<file path="config.mk">
export PLATFORM = sky130hd
export DESIGN_NAME = csum_engine
export DESIGN_NICKNAME = d
export VERILOG_FILES = /design/src/rtl/csum_pkg.sv /design/src/rtl/csum_fetch.sv /design/src/rtl/csum_accum.sv /design/src/rtl/csum_engine.sv
export SDC_FILE = /design/constraint.sdc
export NUM_CORES = 1
export LEC_CHECK = 0
export BUFFER_PORTS_ARGS = -buffer_cell sky130_fd_sc_hd__buf_2
export CELL_PAD_IN_SITES_DETAIL_PLACEMENT = 0
export CELL_PAD_IN_SITES_GLOBAL_PLACEMENT = 1
export CORE_UTILIZATION = 50
export DETAILED_ROUTE_END_ITERATION = 10
export PLACE_DENSITY_LB_ADDON = 0.1
export SETUP_SLACK_MARGIN = 0.2
export SYNTH_ARGS = -nofsm -noshare
export SYNTH_HDL_FRONTEND = slang
export SYNTH_SLANG_ARGS = --single-unit
</file>
<file path="constraint.sdc">
create_clock -name clk -period 28.6 [get_ports clk]
set_clock_uncertainty 0.15 [all_clocks]
set_input_delay 4.29 -clock clk [delete_from_list [all_inputs] [get_ports clk]]
set_output_delay 4.29 -clock clk [all_outputs]
set_load 0.01 [all_outputs]
</file>
<file path="src/rtl/csum_pkg.sv">
package csum_pkg;
  typedef enum logic [1:0] {
    FS_IDLE,
    FS_REQ,
    FS_WAIT,
    FS_FIN
  } fetch_state_t;

  localparam logic [1:0] OFS_START = 2'd0;
  localparam logic [1:0] OFS_LEN   = 2'd1;
  localparam logic [1:0] OFS_DONE  = 2'd2;
  localparam logic [1:0] OFS_SUM   = 2'd3;
endpackage

</file>
<file path="src/rtl/csum_fetch.sv">
module csum_fetch
  import csum_pkg::*;
#(
  parameter int AW = 32,
  parameter int LW = 32,
  parameter int DW = 32
) (
  input  logic          clk,
  input  logic          rst,
  input  logic          go,
  input  logic [AW-1:0] start_addr,
  input  logic [LW-1:0] byte_len,
  output logic          m_req,
  output logic [AW-1:0] m_addr,
  input  logic          m_ack,
  input  logic          m_rvalid,
  output logic          beat_valid,
  output logic [DW/8-1:0] beat_mask,
  output logic          start_odd,
  output logic          busy,
  output logic          fin
);
  localparam int NB = DW / 8;
  localparam int LB = $clog2(NB);
  localparam int EW = AW + 1;
  localparam int WW = AW - LB;

  fetch_state_t state;
  logic [WW-1:0] cur_w, last_w;
  logic [EW-1:0] lo_b, hi_b;
  logic [EW-1:0] end_b, end_m1;

  assign end_b  = {1'b0, start_addr} + {{(EW-LW){1'b0}}, byte_len};
  assign end_m1 = end_b - 1'b1;

  always_ff @(posedge clk) begin
    if (rst) begin
      state  <= FS_IDLE;
      cur_w  <= '0;
      last_w <= '0;
      lo_b   <= '0;
      hi_b   <= '0;
    end else begin
      case (state)
        FS_IDLE: if (go) begin
          lo_b   <= {1'b0, start_addr};
          hi_b   <= end_b;
          cur_w  <= start_addr[AW-1:LB];
          last_w <= end_m1[AW-1:LB];
          state  <= (byte_len == '0) ? FS_FIN : FS_REQ;
        end
        FS_REQ:  if (m_ack) state <= FS_WAIT;
        FS_WAIT: if (m_rvalid) begin
          if (cur_w == last_w) state <= FS_FIN;
          else begin
            cur_w <= cur_w + 1'b1;
            state <= FS_REQ;
          end
        end
        default: state <= FS_IDLE;
      endcase
    end
  end

  assign m_req      = (state == FS_REQ);
  assign m_addr     = {cur_w, {LB{1'b0}}};
  assign beat_valid = (state == FS_WAIT) && m_rvalid;
  assign busy       = (state != FS_IDLE);
  assign fin        = (state == FS_FIN);
  assign start_odd  = lo_b[0];

  for (genvar k = 0; k < NB; k++) begin : g_lane
    logic [EW-1:0] lane_b;
    assign lane_b       = {1'b0, cur_w, LB'(k)};
    assign beat_mask[k] = (lane_b >= lo_b) && (lane_b < hi_b);
  end


  req_hold_chk: assert property (@(posedge clk) disable iff (rst)
    (m_req && !m_ack) |=> (m_req && $stable(m_addr)));


  zero_len_chk: assert property (@(posedge clk) disable iff (rst)
    (go && state == FS_IDLE && byte_len == '0) |=> (!m_req && fin));
endmodule

</file>
<file path="src/rtl/csum_accum.sv">
module csum_accum #(
  parameter int DW = 32
) (
  input  logic          clk,
  input  logic          rst,
  input  logic          clr,
  input  logic          beat_valid,
  input  logic [DW-1:0] beat_data,
  input  logic [DW/8-1:0] beat_mask,
  input  logic          start_odd,
  output logic [15:0]   sum_q
);
  localparam int NB = DW / 8;
  localparam int LB = $clog2(NB);
  localparam int CW = 16 + LB + 1;
  localparam int TW = CW + 1;

  logic [CW-1:0] contrib;
  logic [7:0]    lane_v;
  logic [TW-1:0] total;
  logic [16:0]   fold1;
  logic [15:0]   fold2;

  // a lane holds a high byte when its parity matches the start address parity
  always_comb begin
    contrib = '0;
    lane_v  = '0;
    for (int k = 0; k < NB; k++) begin
      lane_v = beat_data[8*k +: 8];
      if (beat_mask[k]) begin
        if ((k % 2 == 1) == start_odd) contrib = contrib + CW'({lane_v, 8'h00});
        else                           contrib = contrib + CW'(lane_v);
      end
    end
  end

  assign total = TW'(sum_q) + TW'(contrib);
  assign fold1 = {1'b0, total[15:0]} + 17'(total[TW-1:16]);
  assign fold2 = fold1[15:0] + 16'(fold1[16]);

  always_ff @(posedge clk) begin
    if (rst || clr)      sum_q <= '0;
    else if (beat_valid) sum_q <= fold2;
  end
endmodule

</file>
<file path="src/rtl/csum_engine.sv">
module csum_engine
  import csum_pkg::*;
#(
  parameter int AW = 32,
  parameter int LW = 32,
  parameter int DW = 32
) (
  input  logic          clk,
  input  logic          rst,
  input  logic          s_wr,
  input  logic          s_rd,
  input  logic [1:0]    s_addr,
  input  logic [31:0]   s_wdata,
  output logic [31:0]   s_rdata,
  output logic          m_req,
  output logic [AW-1:0] m_addr,
  input  logic          m_ack,
  input  logic          m_rvalid,
  input  logic [DW-1:0] m_rdata
);
  localparam int NB = DW / 8;

  logic [AW-1:0] start_q;
  logic [LW-1:0] len_q;
  logic          done_q;
  logic [15:0]   result_q;
  logic          go, busy, fin, beat_valid, start_odd;
  logic [NB-1:0] beat_mask;
  logic [15:0]   sum_q;

  assign go = s_wr && (s_addr == OFS_LEN) && !busy;

  csum_fetch #(.AW(AW), .LW(LW), .DW(DW)) u_fetch (
    .clk        (clk),
    .rst        (rst),
    .go         (go),
    .start_addr (start_q),
    .byte_len   (s_wdata[LW-1:0]),
    .m_req      (m_req),
    .m_addr     (m_addr),
    .m_ack      (m_ack),
    .m_rvalid   (m_rvalid),
    .beat_valid (beat_valid),
    .beat_mask  (beat_mask),
    .start_odd  (start_odd),
    .busy       (busy),
    .fin        (fin)
  );

  csum_accum #(.DW(DW)) u_accum (
    .clk        (clk),
    .rst        (rst),
    .clr        (go),
    .beat_valid (beat_valid),
    .beat_data  (m_rdata),
    .beat_mask  (beat_mask),
    .start_odd  (start_odd),
    .sum_q      (sum_q)
  );

  always_ff @(posedge clk) begin
    if (rst) begin
      start_q  <= '0;
      len_q    <= '0;
      done_q   <= 1'b0;
      result_q <= '0;
      s_rdata  <= '0;
    end else begin
      if (s_wr && s_addr == OFS_START) start_q <= s_wdata[AW-1:0];
      if (go) begin
        len_q  <= s_wdata[LW-1:0];
        done_q <= 1'b0;
      end
      if (fin) begin
        result_q <= ~sum_q;
        done_q   <= 1'b1;
      end
      if (s_rd) begin
        case (s_addr)
          OFS_START: s_rdata <= 32'(start_q);
          OFS_LEN:   s_rdata <= 32'(len_q);
          OFS_DONE:  s_rdata <= 32'(done_q);
          default:   s_rdata <= 32'(result_q);
        endcase
      end
    end
  end


  busy_flag_chk: assert property (@(posedge clk) disable iff (rst)
    busy |-> !done_q);


  busy_len_chk: assert property (@(posedge clk) disable iff (rst)
    (s_wr && s_addr == OFS_LEN && busy) |=> $stable(len_q));


  sum_hold_chk: assert property (@(posedge clk) disable iff (rst)
    (busy && !fin) |=> $stable(result_q));


  reset_clear_chk: assert property (@(posedge clk)
    rst |=> (!done_q && result_q == '0 && !m_req));
endmodule

</file>
==> metrics.cfg, run 1 <==
[yosys]
synth_edf_count=0
yosysUniqueCellTypes=114
ys_ff_latch=256
yosysWarnings=0
yosysSeqAreaShare=0.2659
netlist.area_leader.share=0.2659
post_synth.cell_area_avg_um2=7.580
yosys.area.top_type=dfxtp_1
async_flop_share=0
synth_most_common_cell=nand2_1
synth_cells=2543
syn-cell-area_um2=19280
synthFlopType=dfxtp_1
synthTopCellsByCount=391 x nand2_1, 297 x a21oi_1, 256 x dfxtp_1
synth_area_leaders=dfxtp_1 27%, ha_1 11%, a21oi_1 7.7%

[detailed_routing]
drcViolationCount=0
viasPerCell=5.826
vias=18250
drt_iter0_drc=1405
wire_per_inst_um=19.17
drt.antenna.violating_nets=0
routed_wl_um=60040
dr.pass1.iters=5

[cts]
clock_latency_ns=0.60
cts_tree=built
clkTransAtPathRegs_ns=0.06
cts_resized=0
holdBufCountCts=0
cts_setup_buffers=0
clk_path_buf_depth=3
cts_max_level=1
clock_sinks=256
cts_made_buffers=30
clockRootBuffer=clkbuf_16

[cells_and_area]
nets=2853
area_growth_pct=10.10
n_antenna_cell=0
layout-drive-gt1-share=0.1129

[power]
leakage_uw=0.008937
p_per_area_nw_per_um2=66.01
total_power_uw=1401
ir_drop_mv=0.04501

[floorplanning]
num_io_pins=137
rows=71
initial_core_util=0.5094
die-area_um2=39340
core_area_um2=37840
dieHeight_um=198.3
die_w_um=198.3

[global_routing]
grt_overflow=0
grt_pass1_vias=16910
grt_first_pass_wirelength_um=93070
grtUsageTotal=0.3026
grt_max_degree=97
antenna_found_initial=0

[setup_path]
cpMaxStageDelayCell=a2111oi_0
crit_type=in -> reg
cp_common_cell=ha_1
critical-path-top-delay-family=simple AND/OR/NAND/NOR gates
start_kind=input pin
slowest_delay_ns=0.52
end_kind=flip-flop
worst-path-buf-inv=3
required_ns=28.93
arrival_ns=15.23
path_max_fanout=8

[timing]
slew_viol_final=0
relSlewSlack=0.2755
worst_slew_pin_slew_ns=1.077
period_needed_ns=14.90
setup_viol=0
rsz0062_at_grt=no
fin_tns_setup_ns=0
hold_viol_final=0
fin_crit_sh=0.5209
fmax_mhz=67.12

[placement]
routabilityCongestion=0.9532
portBuffers=134
post-dp-hpwl_um=45760

[hold_path]
hold_class=reg -> reg

[status]
status=finished, final reports clean

[run]
max-cap-violations=0

layout by cell type (no fill, tap or decap), types with 14 or more instances in the layout:
cell / count
a21o_1: 50
inv_1: 125
nor2_1: 255
and2_1: 23
or3_1: 15
o31ai_1: 18
nand3_1: 55
and3_1: 31
a21oi_1: 296
xnor2_1: 79
nor3_1: 39
buf_2: 133
nand2b_1: 16
dfxtp_1: 256
nand2_1: 391
xor2_1: 63
buf_4: 14
a211oi_1: 55
a22oi_1: 19
o21bai_1: 16
o21ai_0: 69
mux2_2: 23
clkbuf_16: 30
nor4_1: 19
mux2i_1: 21
nor2b_1: 31
o21a_1: 20
a211o_1: 15
nand4_1: 28
ha_1: 172
final timing paths:
check | startpoint | end | slack, ns | depth (start not counted)
hold / removal | len_q[24] | len_q[24] | 0.30 | 2
hold reg to reg | len_q[24] | len_q[24] | 0.30 | 2
setup reg to reg | u_fetch.cur_w[8] | u_accum.sum_q[15] | 14.39 | 60
setup / recovery | m_rdata[0] | u_accum.sum_q[15] | 13.70 | 54
power by group:
group          internal (uW)  total, uW  leakage, uW  switching, uW
combinational            252        638      0.00637            386
sequential               369        384      0.00208           14.5
clock                    217        380     0.000488            163
total                    838       1400      0.00894            563
logic make-up after synthesis:
logic type / share of synthesized area
other cells: 0.0001945
compound gates: 0.2394
fa+ha+maj: 0.1210
xor+xnor: 0.06452
flops: 0.2659
mux: 0.02629
simple gates: 0.2328
buf+inv: 0.04991
metrics by stage:
stage	area, um^2	hold WS (ns)	cells	util	setup slack, ns
2_1_floorplan	19280	0.2829	2545	-	14.47
3_3_place_gp	20250	0.2882	3079	0.5351	13.41
3_5_place_dp	20250	0.2964	3079	0.5351	13.20
4_1_cts	21220	0.3047	3133	0.5608	13.73
5_1_grt	21220	0.3210	3133	0.5608	12.61
6_report	21220	0.3017	3133	0.5608	13.70
worst register-to-register path: cells and delay by family (launching register included):
kind,cells,cell delay (ns)
AOI/OAI and AO/OA,21,4.95
adders and majority gates,10,2.88
buffers and inverters,2,0.11
DFF,1,0.60
and+or+nand+nor,22,4.63
xor gates and xnor gates,5,0.78
routing by layer:
layer  vias up  global-route usage  wire length, um
met2       437              0.5131            28080
met3        91             0.02998             2928
met4         0             0.09245             1749
li1       9089                   -                -
met1      8635              0.4026            27290
met5         -                   0                0
state kept, by name (all words and copies together), names as in the netlist:
signal          count
u_fetch.cur_w      30
u_accum.sum_q      16
done_q              1
len_q              32
start_q            32
s_rdata            32
u_fetch.hi_b       33
u_fetch.lo_b       32
u_fetch.state       2
u_fetch.last_w     30
result_q           16
cell type report:
| cell class | count | area [um^2] |
|---|---|---|
| Fill cell | 3796 | 16620 |
| Tap cell | 511 | 639.4 |
| Sequential cell | 256 | 5125 |
| Clock buffer | 41 | 852.1 |
| Inverter | 126 | 473.0 |
| Clock inverter | 13 | 118.9 |
| Multi-Input combinational cell | 2038 | 13230 |
| Timing Repair Buffer | 148 | 782.0 |
No activity file was read; power rests on OpenSTA's default activity.
==> run 2, diff against run 1 <==
--- a/config.mk
+++ b/config.mk
@@ -8,7 +8,7 @@
 export BUFFER_PORTS_ARGS = -buffer_cell sky130_fd_sc_hd__buf_2
 export CELL_PAD_IN_SITES_DETAIL_PLACEMENT = 0
 export CELL_PAD_IN_SITES_GLOBAL_PLACEMENT = 1
-export CORE_UTILIZATION = 50
+export CORE_UTILIZATION = 42
 export DETAILED_ROUTE_END_ITERATION = 10
 export PLACE_DENSITY_LB_ADDON = 0.1
 export SETUP_SLACK_MARGIN = 0.2
==> constraint.sdc (replaced) <==
create_clock -name clk -period 12.1 [get_ports clk]
set_clock_uncertainty 0.15 [all_clocks]
set_input_delay 1.815 -clock clk [delete_from_list [all_inputs] [get_ports clk]]
set_output_delay 1.815 -clock clk [all_outputs]
set_load 0.01 [all_outputs]
==> run 2 against run 1 <==
Sequential power increased by 140%. Via count increased by 3.6%. Critical path depth increased by 3. Wire length grew 8.8%. First-iteration DRC count down 22%. Cell count grew 7.1%. Largest cell class unchanged. Largest power group unchanged. Highest routed layer unchanged.
==> metrics.cfg, run 2 (synthesized netlist as in run 1, its figures left out) <==
[status]
status=finished, final reports clean

[floorplanning]
die-area_um2=46760  ; +19%
die_w_um=216.2  ; +9.0%
dieHeight_um=216.2  ; +9.0%
initial_core_util=0.4257  ; -0.08368
rows=78  ; +9.9%
core_area_um2=45280  ; +20%
num_io_pins=137  ; unchanged

[cts]
cts_max_level=1  ; unchanged
clock_latency_ns=0.58  ; -0.02 ns
clockRootBuffer=clkbuf_16
cts_tree=built
clkTransAtPathRegs_ns=0.06  ; about the same
cts_made_buffers=30  ; unchanged
clock_sinks=256  ; unchanged
clk_path_buf_depth=3  ; unchanged
holdBufCountCts=0  ; unchanged

[cells_and_area]
n_antenna_cell=0  ; unchanged
largest_reg_flops=33  ; unchanged
top_register=u_fetch.hi_b
area_growth_pct=20.01
nets=2990  ; +4.8%
fillers=4522  ; +19%
final_common_cell=nand2_1
fin_area_um2=23130  ; +9.0%
layout-drive-gt1-share=0.2022  ; +0.08929
final_cells=3355  ; +7.1%
final_cell_mix=389 x nand2_1, 285 x a21oi_1, 251 x nor2_1, 233 x dfxtp_1, 144 x ha_1

[placement]
portBuffers=134  ; unchanged
post-dp-hpwl_um=49650  ; +8.5%
place_inst=3258  ; +5.8%
dpl_cell_area_um2=21050  ; +3.9%
pre_cts_ws_ns=-0.3426  ; -13.55 ns
routabilityCongestion=0.9305  ; -2.4%

[global_routing]
antenna_found_initial=0  ; unchanged
grt_pass1_vias=17820  ; +5.4%
grt_max_degree=106  ; +9.3%
grtUsageTotal=0.2705  ; -0.03206
grt_first_pass_wirelength_um=100600  ; +8.1%
grt_overflow=0  ; unchanged

[timing]
fin_crit_sh=0.9766
relSlewSlack=0.2608  ; -0.01467
setup_slack_ns=0.2833  ; -13.42 ns
hold_viol_final=0  ; unchanged
rsz0062_at_grt=yes
period_needed_ns=11.82
setup_viol=0  ; unchanged
slew_viol_final=0  ; unchanged
worst_slew_pin_slew_ns=1.109  ; +0.03193 ns
fmax_mhz=84.63
holdWs_ns=0.3032  ; +0.001533 ns

[setup_path]
arrival_ns=12.17  ; -3.06 ns
end_kind=flip-flop
rrSetupSlack_ns=0.28  ; -14.11 ns
cp_common_cell=buf_4
slowest_delay_ns=0.60  ; +0.08 ns
required_ns=12.45  ; -16.48 ns
cpMaxStageDelayCell=or4_1
path_max_fanout=3  ; -5
crit_type=reg -> reg
start_kind=flip-flop

[detailed_routing]
routed.top_layer=met4
drcViolationCount=0  ; unchanged
drt-met1-wl_um=30610  ; +12%
drt_iter0_drc=1093  ; -22%
dr_wl_met2_um=30230  ; +7.7%
routed_wl_um=65360  ; +8.8%
drt.antenna.violating_nets=0  ; unchanged
viasPerCell=5.637  ; -3.2%
wire_per_inst_um=19.48  ; +1.6%
vias=18910  ; +3.6%
dr.pass1.iters=5  ; unchanged
met3WireLength_um=2561  ; -13%

[power]
leakage_uw=0.009726  ; +8.8%
p_per_area_nw_per_um2=157.2  ; +140%
ir_drop_mv=0.1013  ; +120%

[hold_path]
hold_class=reg -> reg

[run]
max-cap-violations=0  ; unchanged

-- run 2: cell types whose count changed in the layout (fill, tap and decap cells not counted), moves of 10 or more --
cell | before | now
a21oi_1 | 296 | 285
a21oi_2 | 1 | 11
buf_4 | 14 | 141
buf_6 | 1 | 11
dfxtp_1 | 256 | 233
dfxtp_2 | 0 | 22
ha_1 | 172 | 144
ha_4 | 0 | 23
-- run 2: final cells by class --
cell class | count | area (um^2) | area share
Clock buffer | 40 | 859.6 | 0.03716
Clock inverter | 10 | 133.9 | 0.005788
Inverter | 126 | 473.0 | 0.02045
Multi-Input combinational cell | 2038 | 13910 | 0.6014
Sequential cell | 256 | 5156 | 0.2229
Tap cell | 600 | 750.7 | 0.03245
Timing Repair Buffer | 285 | 1848 | 0.07989
-- run 2: power breakdown --
part	leakage [uW]	total (uW)	internal [uW]	switching [uW]
combinational	0.00715	1810	759	1050
sequential	0.00209	904	873	30.9
clock	0.000485	925	556	369
total	0.00973	3640	2190	1450
-- run 2: metal layers --
metal / vias up / GRT usage
met3: 101 / 0.01867
met4: 0 / 0.08521
met1: 9022 / 0.3734
li1: 9360 / -
met2: 428 / 0.4479
met5: - / 0
-- run 2: stage by stage --
stage / TNS [ns] / util / total power [uW]
2_1_floorplan: 0 / - / 2068
4_1_cts: 0 / 0.4954 / 3545
5_1_grt: -1.310 / 0.5108 / 3853
3_5_place_dp: -0.9853 / 0.4649 / 2571
3_3_place_gp: -0.04511 / 0.4649 / 2550
6_report: 0 / 0.5108 / 3637
-- run 2: worst paths after layout --
path	from	endpoint	depth (start not counted)
worst max register to register	u_fetch.cur_w[20]	u_accum.sum_q[13]	57
worst min-delay path	len_q[0]	len_q[0]	2
worst max-delay path	u_fetch.cur_w[20]	u_accum.sum_q[13]	57
worst min register to register	len_q[0]	len_q[0]	2
-- run 2: repair_timing --
| item | in CTS | in global routing |
|---|---|---|
| setup buffers | 26 | 21 |
| cloned | 0 | 0 |
| setup endpoints to repair | 7 | 12 |
| pin swaps | 30 | 73 |
| endpoints found under the hold margin | 0 | 0 |
| gates resized for setup | 38 | 118 |
-- run 2: critical path, delay by kind of cell, from the launching register on --
kind | cells | cell delay [ns]
compound gates | 21 | 4.57
xor+xnor | 4 | 0.55
fa+ha+maj | 9 | 2.48
buf+inv | 11 | 1.27
flops | 1 | 0.42
simple gates | 12 | 2.28
==> run 3, diff against run 2 <==
--- a/config.mk
+++ b/config.mk
@@ -14,4 +14,6 @@
 export SETUP_SLACK_MARGIN = 0.2
 export SYNTH_ARGS = -nofsm -noshare
 export SYNTH_HDL_FRONTEND = slang
+export SYNTH_HIERARCHICAL = 1
 export SYNTH_SLANG_ARGS = --single-unit
+export TNS_END_PERCENT = 30
==> run 3 against run 2 <==
Total power fell by 7.8%. Global-route usage is 0.23 points lower. Sequential cell count is the same. Critical path type unchanged.
==> metrics.cfg, run 3 <==
[setup_path]
crit_type=reg -> reg
start_kind=flip-flop
required_ns=12.38  ; -0.07 ns
rr_worst_depth=61  ; +7.0%
end_kind=flip-flop
path_max_fanout=7  ; +4
cpMaxStageDelayCell=or4_4
arrival_ns=11.73  ; -0.44 ns
rrSetupSlack_ns=0.65  ; +0.37 ns
slowest_delay_ns=0.44  ; -0.16 ns
cp_common_cell=nor2_1

[timing]
hold_viol_final=0  ; unchanged
holdWs_ns=0.3015  ; -0.001746 ns
setup_viol=0  ; unchanged
fin_tns_setup_ns=0  ; unchanged
slew_viol_final=0  ; unchanged
relSlewSlack=0.2036  ; -0.05726
period_needed_ns=11.45  ; -0.3668 ns
worst_slew_pin_slew_ns=1.195  ; +0.08589 ns
rsz0062_at_grt=yes
fin_crit_sh=0.9463  ; -0.03031
fmax_mhz=87.34  ; +3.2%

[detailed_routing]
drt_iter0_drc=1121  ; +2.6%
drt.antenna.violating_nets=0  ; unchanged
dr.pass1.iters=5  ; unchanged
wire_per_inst_um=19.46  ; about the same
drcViolationCount=0  ; unchanged
vias=19350  ; +2.3%
viasPerCell=5.680  ; +0.76%
routed_wl_um=66320  ; +1.5%

[global_routing]
grt_max_degree=90  ; -15%
grt_use_met2=0.4926  ; +0.04475
grtUsageTotal=0.2682  ; -0.002273
met1_usage=0.3241  ; -0.04928
grtUsageMet3=0.02772  ; +0.009053
antenna_found_initial=2  ; +2
grt_overflow=0  ; unchanged
grt_first_pass_wirelength_um=101300  ; +0.66%
grt-busiest-layer=met2
grt_pass1_vias=18100  ; +1.5%

[yosys]
synth_edf_count=0  ; unchanged
syn-cell-area_um2=19790  ; +2.7%
yosys.area.top_type=dfxtp_1
post_synth.cell_area_avg_um2=7.621  ; +0.55%
ys_ff_latch=256  ; unchanged
synthTopCellsByCount=374 x nand2_1, 266 x a21oi_1, 256 x dfxtp_1
synth_most_common_cell=nand2_1
yosysSeqAreaShare=0.2589  ; -0.006941
yosysWarnings=6  ; +6
synth_area_leaders=dfxtp_1 26%, ha_1 11%, nand2_1 7.1%
synthFlopType=dfxtp_1
async_flop_share=0  ; unchanged
yosysUniqueCellTypes=111  ; -2.6%
netlist.area_leader.share=0.2589  ; -0.006941
synth_cells=2597  ; +2.1%

[cells_and_area]
final_cell_mix=369 x nand2_1, 250 x dfxtp_1, 239 x a21oi_1, 230 x nor2_1, 139 x ha_1
n_antenna_cell=0  ; unchanged
final_common_cell=nand2_1
fin_area_um2=23880  ; +3.2%
fillers=4557  ; +0.77%
area_growth_pct=20.63
top_register=u_fetch/hi_b
layout-drive-gt1-share=0.2032  ; +0.001036
largest_reg_flops=33  ; unchanged
nets=3026  ; +1.2%

[placement]
portBuffers=134  ; unchanged
routabilityCongestion=0.9178  ; -1.4%
post-dp-hpwl_um=49890  ; +0.49%
dpl_cell_area_um2=21430  ; +1.8%

[floorplanning]
dieHeight_um=219.1  ; +1.3%
initial_core_util=0.4251  ; -0.0005351
die-area_um2=48000  ; +2.7%
rows=79  ; +1.3%
num_io_pins=137  ; unchanged
core_area_um2=46560  ; +2.8%
die_w_um=219.1  ; +1.3%

[cts]
cts_max_level=2  ; +1
cts_made_buffers=34  ; +13%
clockRootBuffer=clkbuf_16
clock_sinks=256  ; unchanged
clkTransAtPathRegs_ns=0.06  ; about the same
cts_tree=built
clock_latency_ns=0.54  ; -0.04 ns
holdBufCountCts=0  ; unchanged
clk_path_buf_depth=3  ; unchanged

[power]
p_sw_uw=1232  ; -15%
p_int_uw=2123  ; -3.0%
switching_share=0.3673  ; -0.03127
leakage_uw=0.009841  ; +1.2%
ir_drop_mv=0.08798  ; -13%
pwr-share-clk=0.312  ; +0.058
p_per_area_nw_per_um2=140.5  ; -11%
pwr-share-comb=0.422  ; -0.075
seqPwrFrac=0.266  ; +0.018

[hold_path]
min_path_cells=2  ; unchanged
hold_class=reg -> reg

[status]
status=finished, final reports clean

[run]
max-cap-violations=0  ; unchanged

-- run 3: cell types whose count changed after synthesis, moves of 19 or more --
cell,previous run,this run
a21oi_1,297,266
o21ai_0,69,95
nand3_1,55,77
buf_2,1,20
-- run 3: logic make-up after synthesis --
group / share of synthesized area
adders and majority gates: 0.1166
muxes: 0.03148
other: 0.0003794
xor gates and xnor gates: 0.05664
AOI/OAI and AO/OA: 0.2412
and+or+nand+nor: 0.2424
DFF: 0.2589
buffers and inverters: 0.05241
-- run 3: path summary, 6_finish.rpt --
check	from	to
worst max-delay path	u_fetch/cur_w[26]	u_accum/sum_q[15]
worst max register to register	u_fetch/cur_w[26]	u_accum/sum_q[15]
worst min-delay path	len_q[24]	len_q[24]
worst min register to register	len_q[24]	len_q[24]
-- run 3: worst max-delay path: cells and delay by family (launching register included) --
family,cells,cell delay [ns]
AOI/OAI and AO/OA,16,3.08
xor gates and xnor gates,3,0.38
adders and majority gates,7,2.05
buffers and inverters,5,0.60
DFF,1,0.40
and+or+nand+nor,30,4.64
-- run 3: layer usage --
layer,vias up,part of all wire
met3,86,0.033
met4,4,0.031
met2,357,0.51
li1,9611,-
met1,9293,0.43
met5,-,0.00038
-- run 3: cell type report --
type | count | area (um^2) | share of cell area
inverters | 119 | 452.9 | 0.01897
clock inverters | 11 | 152.6 | 0.006393
well taps | 607 | 759.5 | 0.03181
multi-input cells | 2089 | 14620 | 0.6123
clock buffers | 50 | 1011 | 0.04234
repair buffers | 275 | 1749 | 0.07326
flip-flops and latches | 256 | 5132 | 0.2150
-- run 3: per-stage QoR --
step | setup WS [ns] | power [uW] | util | instances
after floorplan | 0.2470 | 1769 | - | 2598
after global placement | -0.1524 | 2113 | 0.4604 | 3303
after detailed placement | -0.5213 | 2130 | 0.4604 | 3303
after CTS | 0.2447 | 3261 | 0.4944 | 3382
final | 0.6501 | 3355 | 0.5128 | 3407
after global routing | -0.02587 | 3542 | 0.5128 | 3407
-- run 3: power by group through the flow --
stage | registers, uW | logic [uW] | clock network [uW]
floorplan | 904 | 865 | 0
global placement | 910 | 1200 | 0
detailed placement | 910 | 1220 | 0
CTS | 892 | 1300 | 1070
global route | 894 | 1550 | 1100
finish | 892 | 1420 | 1050
-- run 3: timing repair --
action | 4_1_cts | 5_1_grt
buffers inserted | 18 | 25
endpoints found under the setup margin | 9 | 11
pin swaps | 42 | 104
gates resized for setup | 71 | 133
